<file path="src/rtl/hz_pkg.sv">
package hz_pkg;

    typedef enum logic [1:0] {
        CLS_NOP   = 2'd0,
        CLS_ALU   = 2'd1,
        CLS_LOAD  = 2'd2,
        CLS_STORE = 2'd3
    } icls_e;

    typedef enum logic [1:0] {
        SEL_RF    = 2'd0,
        SEL_EXMEM = 2'd1,
        SEL_MEMWB = 2'd2
    } opsel_e;

    typedef struct packed {
        logic in_ex;
        logic in_mem;
        logic in_wb;
    } hits_t;

    localparam logic [1:0] MODE_PLAIN = 2'b00;
    localparam logic [1:0] MODE_SPLIT = 2'b01;

    function automatic logic mode_fwd(input logic [1:0] m);
        return m[1];
    endfunction

    function automatic logic mode_split_rd(input logic [1:0] m);
        return m != MODE_PLAIN;
    endfunction

    function automatic logic reads_a(input icls_e c);
        return c != CLS_NOP;
    endfunction

    function automatic logic reads_b(input icls_e c);
        return (c == CLS_ALU) || (c == CLS_STORE);
    endfunction

    // Second operand of a store is data, fetched in decode only.
    function automatic logic b_forwardable(input icls_e c);
        return c == CLS_ALU;
    endfunction

endpackage

</file>
<file path="src/rtl/hz_match.sv">
module hz_match
    import hz_pkg::*;
#(
    parameter int RW = 3
) (
    input  logic [RW-1:0] src,
    input  logic          used,
    input  logic          ex_we,
    input  logic [RW-1:0] ex_rd,
    input  logic          mem_we,
    input  logic [RW-1:0] mem_rd,
    input  logic          wb_we,
    input  logic [RW-1:0] wb_rd,
    output hits_t         hits
);

    always_comb begin
        hits.in_ex  = used && ex_we  && (ex_rd  == src);
        hits.in_mem = used && mem_we && (mem_rd == src);
        hits.in_wb  = used && wb_we  && (wb_rd  == src);
    end

endmodule

</file>
<file path="src/rtl/hz_src_gate.sv">
module hz_src_gate
    import hz_pkg::*;
(
    input  logic       clk,
    input  logic       rst,
    input  logic [1:0] mode,
    input  hits_t      hits,
    input  logic       fwdable,
    input  logic       ex_is_load,
    output logic       stall,
    output logic       wt
);

    always_comb begin
        wt = mode_split_rd(mode) && hits.in_wb;
        if (mode_fwd(mode) && fwdable)
            stall = hits.in_ex && ex_is_load;
        else if (mode_split_rd(mode))
            stall = hits.in_ex || hits.in_mem;
        else
            stall = hits.in_ex || hits.in_mem || hits.in_wb;
    end

    assert_plain_wb_R2: assert property (@(posedge clk) disable iff (rst)
        (mode == MODE_PLAIN && hits.in_wb) |-> (stall && !wt));

    assert_split_wb_R3: assert property (@(posedge clk) disable iff (rst)
        (mode == MODE_SPLIT && !hits.in_ex && !hits.in_mem && hits.in_wb) |-> (!stall && wt));

    assert_loaduse_R4: assert property (@(posedge clk) disable iff (rst)
        (mode_fwd(mode) && fwdable && hits.in_ex && ex_is_load) |-> stall);

    assert_alu_pass_R4: assert property (@(posedge clk) disable iff (rst)
        (mode_fwd(mode) && fwdable && !ex_is_load) |-> !stall);

endmodule

</file>
<file path="src/rtl/hz_fwd_pick.sv">
module hz_fwd_pick
    import hz_pkg::*;
#(
    parameter int RW = 3
) (
    input  logic          clk,
    input  logic          rst,
    input  logic          en,
    input  logic [RW-1:0] src,
    input  logic          mem_we,
    input  logic [RW-1:0] mem_rd,
    input  logic          wb_we,
    input  logic [RW-1:0] wb_rd,
    output opsel_e        sel
);

    logic hit_m, hit_w;

    always_comb begin
        hit_m = en && mem_we && (mem_rd == src);
        hit_w = en && wb_we  && (wb_rd  == src);
        if (hit_m)      sel = SEL_EXMEM;
        else if (hit_w) sel = SEL_MEMWB;
        else            sel = SEL_RF;
    end

    assert_prio_R6: assert property (@(posedge clk) disable iff (rst)
        (en && mem_we && wb_we && mem_rd == src && wb_rd == src) |-> (sel == SEL_EXMEM));

    assert_idle_R7: assert property (@(posedge clk) disable iff (rst)
        !en |-> (sel == SEL_RF));

endmodule

</file>
<file path="src/rtl/hazard_ctl.sv">
module hazard_ctl
    import hz_pkg::*;
#(
    parameter int NREG = 8,
    localparam int RW = (NREG > 1) ? $clog2(NREG) : 1
) (
    input  logic          clk,
    input  logic          rst,
    input  logic [1:0]    mode,
    input  logic [1:0]    id_cls,
    input  logic [RW-1:0] id_rs1,
    input  logic [RW-1:0] id_rs2,
    input  logic [1:0]    ex_cls,
    input  logic          ex_we,
    input  logic [RW-1:0] ex_rd,
    input  logic [RW-1:0] ex_rs1,
    input  logic [RW-1:0] ex_rs2,
    input  logic          mem_we,
    input  logic [RW-1:0] mem_rd,
    input  logic          wb_we,
    input  logic [RW-1:0] wb_rd,
    output logic          hold_fetch,
    output logic          hold_decode,
    output logic          bubble_ex,
    output logic [1:0]    sel_a,
    output logic [1:0]    sel_b,
    output logic          rf_wt_a,
    output logic          rf_wt_b
);

    localparam int NOPS = 2;

    icls_e         id_c, ex_c;
    logic [RW-1:0] dsrc  [NOPS];
    logic [RW-1:0] xsrc  [NOPS];
    logic          dused [NOPS];
    logic          dfwd  [NOPS];
    logic          xen   [NOPS];
    hits_t         dhits [NOPS];
    logic          dstall[NOPS];
    logic          dwt   [NOPS];
    opsel_e        xsel  [NOPS];
    logic          ex_is_load;
    logic          stall_any;

    assign id_c       = icls_e'(id_cls);
    assign ex_c       = icls_e'(ex_cls);
    assign ex_is_load = (ex_c == CLS_LOAD);

    assign dsrc[0]  = id_rs1;
    assign dsrc[1]  = id_rs2;
    assign dused[0] = reads_a(id_c);
    assign dused[1] = reads_b(id_c);
    assign dfwd[0]  = 1'b1;
    assign dfwd[1]  = b_forwardable(id_c);

    assign xsrc[0]  = ex_rs1;
    assign xsrc[1]  = ex_rs2;
    assign xen[0]   = mode_fwd(mode) && reads_a(ex_c);
    assign xen[1]   = mode_fwd(mode) && b_forwardable(ex_c);

    for (genvar k = 0; k < NOPS; k++) begin : g_opnd
        hz_match #(.RW(RW)) u_match (
            .src    (dsrc[k]),
            .used   (dused[k]),
            .ex_we  (ex_we),
            .ex_rd  (ex_rd),
            .mem_we (mem_we),
            .mem_rd (mem_rd),
            .wb_we  (wb_we),
            .wb_rd  (wb_rd),
            .hits   (dhits[k])
        );

        hz_src_gate u_gate (
            .clk        (clk),
            .rst        (rst),
            .mode       (mode),
            .hits       (dhits[k]),
            .fwdable    (dfwd[k]),
            .ex_is_load (ex_is_load),
            .stall      (dstall[k]),
            .wt         (dwt[k])
        );

        hz_fwd_pick #(.RW(RW)) u_pick (
            .clk    (clk),
            .rst    (rst),
            .en     (xen[k]),
            .src    (xsrc[k]),
            .mem_we (mem_we),
            .mem_rd (mem_rd),
            .wb_we  (wb_we),
            .wb_rd  (wb_rd),
            .sel    (xsel[k])
        );
    end

    always_comb begin
        stall_any   = !rst && (dstall[0] || dstall[1]);
        hold_fetch  = stall_any;
        hold_decode = stall_any;
        bubble_ex   = stall_any;
        sel_a       = rst ? SEL_RF : xsel[0];
        sel_b       = rst ? SEL_RF : xsel[1];
        rf_wt_a     = !rst && dwt[0];
        rf_wt_b     = !rst && dwt[1];
    end

    assert_store_data_R5: assert property (@(posedge clk) disable iff (rst)
        (mode != MODE_PLAIN && id_c == CLS_STORE && mem_we && mem_rd == id_rs2) |-> hold_decode);

    assert_no_we_R8: assert property (@(posedge clk) disable iff (rst)
        (!ex_we && !mem_we && !wb_we) |->
        (!hold_decode && sel_a == 2'd0 && sel_b == 2'd0 && !rf_wt_a && !rf_wt_b));

    assert_sel_b_R7: assert property (@(posedge clk) disable iff (rst)
        (ex_c != CLS_ALU) |-> (sel_b == 2'd0));

    assert_wt_off_R12: assert property (@(posedge clk) disable iff (rst)
        (mode == MODE_PLAIN) |-> (!rf_wt_a && !rf_wt_b));

endmodule

</file>
<file path="config.mk">
export PLATFORM = sky130hd
export DESIGN_NAME = hazard_ctl
export DESIGN_NICKNAME = d
export VERILOG_FILES = /design/src/rtl/hz_pkg.sv /design/src/rtl/hz_match.sv /design/src/rtl/hz_src_gate.sv /design/src/rtl/hz_fwd_pick.sv /design/src/rtl/hazard_ctl.sv
export SDC_FILE = /design/constraint.sdc
export NUM_CORES = 1
export LEC_CHECK = 0
export BUFFER_PORTS_ARGS = -buffer_cell sky130_fd_sc_hd__buf_2
export CAP_MARGIN = 40
export CORE_AREA = 8 8 45 47
export DETAILED_ROUTE_END_ITERATION = 12
export DIE_AREA = 0 0 53 55
export GPL_ROUTABILITY_DRIVEN = 1
export PLACE_DENSITY = 0.78
export SYNTH_ARGS = -nofsm -noshare
export SYNTH_HDL_FRONTEND = slang
export SYNTH_SLANG_ARGS = --single-unit
</file>
<file path="constraint.sdc">
create_clock -name vclk -period 2.4
set_clock_uncertainty 0.2 [all_clocks]
set_input_delay 0.48 -clock vclk [all_inputs]
set_output_delay 0.48 -clock vclk [all_outputs]
set_load 0.01 [all_outputs]
</file>
==> metrics.cfg <==
[timing]
period_share_pct = 102
hold_viol = 0
setup_slack_ps = -51.2
min_period_ps = 2450
tns_ps = -151
rsz0062_at_grt = yes
setup_viol = 3
worst_pin_slew_ps = 236
maxSlewHeadroom_pct = 84.1
drv_slew = 0
fmax_mhz = 408

[global_routing]
grt_pass1_wl_mm = 2.95
grt_pass1_vias = 740
grt_start_max_net_pins = 8
overflow = 0
antenna_found_initial = 0
grt_usage_pct = 12.2

[logic_synthesis]
seq_area_frac_synth_pct = 0
syn_area_per_cell_sq_um = 7.05
yosys_warnings = 0
synth_area_leaders = xnor2_1, xor2_1, nand3_1
yosysTopAreaCellShare_pct = 26.3
synth_largest_area_cell = xnor2_1
syn_area_sq_um = 500
synthesis.instances = 71
synth_nets = 103
yosysUniqueCellTypes = 21

[worst_setup_path]
crit_fanout = 3
worstPathCellList = buf_6, xor2_1, or4_4, nor3_2, o21ai_1, a31oi_2, buf_2
crit_slowest_cell = or4_4
critPathArrivalTime_ps = 1770
required_ps = 1720
slowest_delay_ps = 540
worst_setup_path_end_kind = primary output
path_class = in2out
cp-start-kind = input pin

[pwr]
max-vdd-ir-drop_uv = 72.7
powerDensity_mw_per_mm2 = 166
leakagePower_nw = 0.359

[layout]
area_delta_synth_final_pct = 56.5
final_layout_size_suffix_gt1_share_pct = 44.0
clock_buffers = 0
fin_nets = 150
fillCellCount = 142
regArea_sq_um = 0
fin_util_pct = 56.6
layout_common_cells = buf_2, xnor2_1, xor2_1
seq_cell_count = 0
mostFrequentLayoutCell = buf_2
n_antenna_cell = 0

[outcome]
status = finished, violations left
failed_checks = setup timing

[placed_design]
place_congestion = 0.956
place_worst_setup_slack_ps = -80.1
hpwl_mm = 1.59
io_buffers = 40

[route]
wl_mm = 1.79
drc = 0
avgViaCountPerCell = 5.15
antenna_left = 0
drt-wirelength-per-cell_um = 13.5
dr.pass1.iters = 4
vias = 680
drtIter0Drc = 18

[min_path]
hp-class = in2out

[die]
start_util_pct = 36.2
fp.dieW_um = 53
pin_count = 41
row_count = 14
dieArea_sq_mm = 0.00292
die_y_um = 55
design.core.area_sq_mm = 0.00138

[flow_run]
drv_cap = 0

[clock_tree]
holdBufCountCts = 0

kinds of logic (layout without fill, tap and decap cells):
logic type                Yosys count  in the layout  synth area share [%]
buffers and inverters               2             47                  3.00
AOI/OAI and AO/OA                   5              5                  6.50
xor gates and xnor gates           30             30                  52.5
and+or+nand+nor                    34             34                  38.0
stage by stage:
step / instance area [sq um] / instances / power (W) / hold WS (ps)
2_1_floorplan: 507 / 71 / 0.0000606 / 797
3_3_place_gp: 757 / 131 / 0.000122 / 1090
3_5_place_dp: 757 / 131 / 0.000125 / 1090
4_1_cts: 776 / 131 / 0.000129 / 1100
5_1_grt: 783 / 132 / 0.000143 / 1120
6_report: 783 / 132 / 0.000130 / 1090
synth_stat cells:
cell type and count:
nand2_1 4, nor2b_1 1, nor2_1 6, nor4_1 2
a31oi_1 1, nor3_2 1, nor4b_1 2, a211oi_1 1
o21ai_1 1, xor2_1 15, nand3_1 7, or2_2 1
nand3b_1 1, a41oi_1 1, nand4b_1 1, nor3_1 5
xnor2_1 15, a21oi_1 1, or4_4 1, nand2b_1 2
buf_4 2
per-layer routing:
| metal | vias to the layer above | GRT usage, % | wire [um] |
|---|---|---|---|
| met5 | - | 0 | 0 |
| met4 | 0 | 1.29 | 14 |
| met3 | 2 | 1.60 | 168 |
| met2 | 35 | 22.7 | 911 |
| met1 | 304 | 14.9 | 694 |
| li1 | 339 | - | - |
where the power goes:
group,total (W),switching (W),internal [W],leakage [nW]
clock,0,0,0,0
combinational,0.000130,0.0000631,0.0000671,0.359
sequential,0,0,0,0
total,0.000130,0.0000631,0.0000671,0.359
path summary, 6_finish.rpt:
path	cells after the start	slack, ps	endpoint	startpoint
worst max-delay path	7	-50	hold_fetch	wb_rd[2]
worst min-delay path	3	1090	sel_b[0]	rst
cell type report:
cell class	instances	area [sq um]	share of cell area (%)
repair buffers	47	272	34.7
multi-input cells	69	492	62.8
well taps	16	20.0	2.56
what timing repair did:
item                                    4_1_cts  5_1_grt
endpoints found under the setup margin        3        3
hold endpoints to repair                      0        0
buffers inserted                              0        1
resized for setup                             3        0
pin swaps                                     1        1
critical path, delay by kind of cell:
kind	cells	cell delay (ps)
AO/OA/AOI/OAI	2	230
XOR/XNOR	1	150
buffers and inverters	2	250
AND/OR/NAND/NOR	2	650
Power figures use the tool's default switching activity.
